==> src/rtl/bpr_pkg.sv <==
`timescale 1ns/1ps
package bpr_pkg;

    typedef enum logic [0:0] {
        ST_IDLE  = 1'b0,
        ST_TRACK = 1'b1
    } rx_state_e;

    function automatic int cycles_per_bit(input int clk_hz, input int bit_hz);
        return clk_hz / bit_hz;
    endfunction

endpackage

==> src/rtl/bpr_sync.sv <==
`timescale 1ns/1ps
module bpr_sync #(
    parameter int STAGES = 2
) (
    input  logic clk,
    input  logic rst_n,
    input  logic din,
    output logic lvl,
    output logic tog
);
    logic [STAGES-1:0] chain;
    logic              held;

    always_ff @(posedge clk) begin
        if (!rst_n) begin
            chain <= '0;
            held  <= 1'b0;
        end else begin
            chain <= {chain[STAGES-2:0], din};
            held  <= chain[STAGES-1];
        end
    end

    assign lvl = chain[STAGES-1];
    assign tog = chain[STAGES-1] ^ held;
endmodule

==> src/rtl/bpr_phase.sv <==
`timescale 1ns/1ps
module bpr_phase #(
    parameter int PERIOD  = 1600,
    parameter int QUARTER = 400,
    parameter int SLACK   = 200
) (
    input  logic clk,
    input  logic rst_n,
    input  logic run,
    input  logic restart,
    output logic at_quarter,
    output logic in_window
);
    localparam int W = $clog2(PERIOD);

    logic [W-1:0] cnt;

    always_ff @(posedge clk) begin
        if (!rst_n) begin
            cnt <= '0;
        end else if (restart) begin
            cnt <= W'(1);
        end else if (!run) begin
            cnt <= '0;
        end else if (cnt == W'(PERIOD - 1)) begin
            cnt <= '0;
        end else begin
            cnt <= cnt + W'(1);
        end
    end

    assign at_quarter = (cnt == W'(QUARTER));
    assign in_window  = (cnt <= W'(SLACK)) || (cnt >= W'(PERIOD - SLACK));
endmodule

==> src/rtl/bpr_quiet.sv <==
`timescale 1ns/1ps
module bpr_quiet #(
    parameter int LIMIT = 6400
) (
    input  logic clk,
    input  logic rst_n,
    input  logic run,
    input  logic clear,
    output logic expired
);
    localparam int W = $clog2(LIMIT);

    logic [W-1:0] cnt;

    always_ff @(posedge clk) begin
        if (!rst_n) begin
            cnt <= '0;
        end else if (!run || clear) begin
            cnt <= '0;
        end else if (!expired) begin
            cnt <= cnt + W'(1);
        end
    end

    assign expired = (cnt == W'(LIMIT - 1));
endmodule

==> src/rtl/biphase_rx.sv <==
`timescale 1ns/1ps
module biphase_rx
    import bpr_pkg::*;
#(
    parameter int CLK_HZ      = 50_000_000,
    parameter int BIT_HZ      = 31_250,
    parameter int SYNC_STAGES = 2,
    parameter int QUIET_BITS  = 4
) (
    input  logic clk,
    input  logic rst_n,
    input  logic line_in,
    output logic bit_valid,
    output logic bit_data,
    output logic busy,
    output logic sig_lost
);
    localparam int PERIOD  = cycles_per_bit(CLK_HZ, BIT_HZ);
    localparam int QUARTER = PERIOD / 4;
    localparam int SLACK   = PERIOD / 8;
    localparam int QUIET   = PERIOD * QUIET_BITS;

    rx_state_e state, state_nx;
    logic      lvl, tog, at_q, in_win, expired;
    logic      accept, armed, sample, tracking;

    bpr_sync #(.STAGES(SYNC_STAGES)) u_sync (
        .clk   (clk),
        .rst_n (rst_n),
        .din   (line_in),
        .lvl   (lvl),
        .tog   (tog)
    );

    assign tracking = (state == ST_TRACK);
    assign accept   = tog && (!tracking || in_win);
    assign sample   = tracking && at_q && armed;

    bpr_phase #(.PERIOD(PERIOD), .QUARTER(QUARTER), .SLACK(SLACK)) u_phase (
        .clk        (clk),
        .rst_n      (rst_n),
        .run        (tracking),
        .restart    (accept),
        .at_quarter (at_q),
        .in_window  (in_win)
    );

    bpr_quiet #(.LIMIT(QUIET)) u_quiet (
        .clk     (clk),
        .rst_n   (rst_n),
        .run     (tracking),
        .clear   (tog),
        .expired (expired)
    );

    always_comb begin
        state_nx = state;
        unique case (state)
            ST_IDLE:  if (tog)                state_nx = ST_TRACK;
            ST_TRACK: if (expired && !tog)    state_nx = ST_IDLE;
        endcase
    end

    always_ff @(posedge clk) begin
        if (!rst_n) state <= ST_IDLE;
        else        state <= state_nx;
    end

    always_ff @(posedge clk) begin
        if (!rst_n) begin
            armed     <= 1'b0;
            bit_valid <= 1'b0;
            bit_data  <= 1'b0;
            sig_lost  <= 1'b0;
        end else begin
            bit_valid <= sample;
            sig_lost  <= tracking && (state_nx == ST_IDLE);
            if (sample) bit_data <= lvl;
            if (accept)                armed <= 1'b1;
            else if (sample || !tracking) armed <= 1'b0;
        end
    end

    assign busy = tracking;
endmodule

==> config.mk <==
export PLATFORM = sky130hd
export DESIGN_NAME = biphase_rx
export DESIGN_NICKNAME = d
export VERILOG_FILES = /design/src/rtl/bpr_pkg.sv /design/src/rtl/bpr_sync.sv /design/src/rtl/bpr_phase.sv /design/src/rtl/bpr_quiet.sv /design/src/rtl/biphase_rx.sv
export SDC_FILE = /design/constraint.sdc
export NUM_CORES = 1
export LEC_CHECK = 0
export ABC_CLOCK_PERIOD_IN_PS = 1500
export BUFFER_PORTS_ARGS = -buffer_cell sky130_fd_sc_hd__buf_2
export CORE_AREA = 10 10 74 76
export DETAILED_ROUTE_END_ITERATION = 16
export DIE_AREA = 0 0 84 86
export PLACE_DENSITY = 0.63
export SYNTH_ARGS = -nofsm -noshare
export SYNTH_HDL_FRONTEND = slang
export SYNTH_SLANG_ARGS = --single-unit
==> constraint.sdc <==
create_clock -name clk -period 1.5 [get_ports clk]
set_input_delay 0.225 -clock clk [delete_from_list [all_inputs] [get_ports clk]]
set_output_delay 0.225 -clock clk [all_outputs]
set_load 0.05 [all_outputs]
==> summary.md <==
| Metric | Value |
|---|---|
| Post-route setup slack | `-0.02695 ns` |
| Max_cap viols | `0` |
| Clock Sinks | `32` |
| Clock root cell | `clkbuf_8` |
| WHS | `0.1511 ns` |
| Drt first pass iters | `4` |
| Syn Nets | `178` |
| Vias in the first global route | `1409` |
| Initial core utilization | `39.07%` |
| Max-slew headroom | `71.03%` |
| Die Y | `86 um` |
| #FFs+latches synth | `32` |
| Lkg Pwr | `0.7125 nW` |
| Fmax | `654.9 MHz` |
| Critical Setup Path Class | `flop to flop` |
| Final setup viols | `9` |
| Final Hold Fails | `0` |
| Syn avg cell area | `9.020 um^2` |
| Final worst-path cycle share | `101.8%` |
| Max-slew violations | `0` |
| Register area | `650.6 um^2` |
| Clk buf depth | `2` |
| Hpwl dp | `2616 um` |
| Worst skew pair latency | `0.28 ns` |
| Sequential area share after synthesis | `41.29%` |
| Multi-input logic area | `964.7 um^2` |
| Routed vias | `1372` |
| RSZ-0062 raised after global routing | `true` |
| Row count | `23` |
| Design Power | `1.863 mW` |
| Worst slack, placed | `-0.07690 ns` |
| Mapped Area | `1551 um^2` |
| Worst-Margin Slew | `0.4331 ns` |
| Async S/R FF share, synth | `0%` |
| PD cells | `898.1 nW/um^2` |
| Initial DRC count | `58` |
| CTS Buf Count | `5` |
| Wire length per cell | `14.17 um` |
| Total GRT Usage | `10.12%` |
| Final ANT Viol Nets | `0` |
| Input/output buffers | `6` |
| Post-layout util | `52.24%` |
| Maximum VDD drop | `0.4710 mV` |
| Clock skew | `0.008815 ns` |
| N_diodes | `0` |
| Aggregate global routing overflow | `0` |
| Die W | `84 um` |
| First-pass GRT wire length | `6113 um` |
| Syn. warnings | `0` |
| Die Area | `7224 um^2` |
| GPL Wtd Cong | `0.8249` |
| Final TNS setup | `-0.1297 ns` |
| Area added between synthesis and finish | `33.71%` |
| CTS tree | `yes` |
| Initial antenna violation count | `0` |
| Placed cell area | `1823 um^2` |
| Status | `finished, violations left` |
| Syn Inst Count | `172` |
| Top Ports | `7` |
| Crit path max fanout | `5` |
| Synth cell types | `47` |
| Synth Flop Type | `dfxtp_1` |
| Pin count of the biggest net entering global routing | `11` |
| Final cell count without fillers | `260` |
| Min-Delay Path Class | `input port to flop` |
| Violated checks | `negative setup slack` |
| DRC Markers | `0` |
| CP Launch Type | `flop` |
| Worst EP required | `1.66 ns` |
| Number of synthesized flops with an enable pin | `0` |
| Clk slew on worst S/H paths | `0.07 ns` |
| Final Cell Area | `2074 um^2` |
| Total Wirelength | `3684 um` |
| Post-Place Cells | `250` |
| H-tree levels | `2` |
| Via density | `5.277` |
| CP Capture Type | `flop` |
| WP data arrival | `1.69 ns` |
| Min Tclk post-route | `1.527 ns` |
| Core Region | `3971 um^2` |
| Layout cell share with drive strength beyond 1 | `35.24%` |
| Final #Nets | `215` |
| Fillers | `372` |
## synth_stat cells (all sizes together), types with 2 or more instances
library cell / count / area (um^2)
nand2: 15 / 56.30
and3: 3 / 21.27
nand4: 3 / 18.77
a31oi: 3 / 18.77
xor2: 3 / 26.28
xnor2: 11 / 96.34
a21oi: 5 / 25.02
inv: 6 / 22.52
nor4: 5 / 52.55
nor3: 15 / 80.08
buf: 3 / 17.52
and2: 6 / 37.54
o21ai: 11 / 55.05
mux2i: 3 / 30.03
nand3: 10 / 55.05
ha: 3 / 37.54
nor2: 9 / 33.78
or3: 4 / 36.29
dfxtp: 32 / 640.6
a21boi: 2 / 15.01
a2111o: 2 / 22.52
## where the power goes
| group | switching, mW | internal [mW] | total [mW] | leakage [nW] |
|---|---|---|---|---|
| clock | 0.317 | 0.586 | 0.903 | 0.0645 |
| combinational | 0.0508 | 0.0380 | 0.0889 | 0.386 |
| sequential | 0.0102 | 0.861 | 0.871 | 0.263 |
| total | 0.378 | 1.48 | 1.86 | 0.712 |
## cell families (layout without fill, tap and decap cells)
group                      count (synthesis)  after routing  synth area share, %
DFF                                       32             32                41.29
buffers and inverters                     10             48                2.822
xor gates and xnor gates                  14             14                7.903
muxes                                      3              3                1.936
AOI/OAI and AO/OA                         32             32                14.19
and+or+nand+nor                           78             78                29.44
adders and majority gates                  3              3                2.420
## registers in the layout (all words and copies together), names as in the netlist
register      cells
sig_lost          1
busy              1
bit_data          1
u_sync.held       1
bit_valid         1
u_quiet.cnt      13
u_phase.cnt      11
armed             1
u_sync.chain      2
## worst paths after layout
check	endpoint	startpoint	slack, ns	cells past startpoint
setup / recovery	u_phase.cnt[6]	u_phase.cnt[5]	-0.03	5
hold / removal	u_sync.chain[0]	line_in	0.15	2
hold reg to reg	u_sync.chain[1]	u_sync.chain[0]	0.45	1
setup reg to reg	u_phase.cnt[6]	u_phase.cnt[5]	-0.03	5
## routing by layer
metal	GRT usage (%)	vias up	wire, um
met5	0	-	0
met4	4.566	0	72
met3	3.784	7	152
met2	17.70	28	1833
met1	10.62	643	1626
li1	-	694	-
## layout by cell type (no fill, tap or decap), types with 4 or more instances in the layout
| cell type | netlist | final |
|---|---|---|
| a21oi_1 | 5 | 4 |
| o21ai_0 | 11 | 8 |
| xnor2_1 | 11 | 11 |
| and2_1 | 6 | 5 |
| buf_4 | 1 | 26 |
| inv_1 | 6 | 6 |
| nor2_1 | 9 | 9 |
| dfxtp_1 | 32 | 24 |
| buf_2 | 2 | 6 |
| clkbuf_8 | 0 | 7 |
| nor3_2 | 1 | 5 |
| nor3_1 | 14 | 9 |
| nand2_1 | 15 | 15 |
| nand3_1 | 9 | 9 |
| dfxtp_2 | 0 | 8 |
## area by class of cell
cell class	instances	area share, %
clock buffers	7	4.644
clock inverters	1	1.448
inverters	6	1.086
multi-input cells	130	46.50
flip-flops and latches	32	31.36
well taps	50	3.016
repair buffers	34	11.94
## worst max-delay path, cell delays in order (launching register included)
cell       delay (ns)
dfxtp_2          0.32
or3_4            0.42
a2111oi_4        0.24
o21a_1           0.23
buf_6            0.15
nor3_1           0.05
## timing repair
action,4_1_cts,5_1_grt
setup buffers,1,1
hold buffers,0,0
setup endpoints to repair,13,21
pin swaps,2,7
gates resized for setup,7,21
No activity file was read; power rests on OpenSTA's default activity.
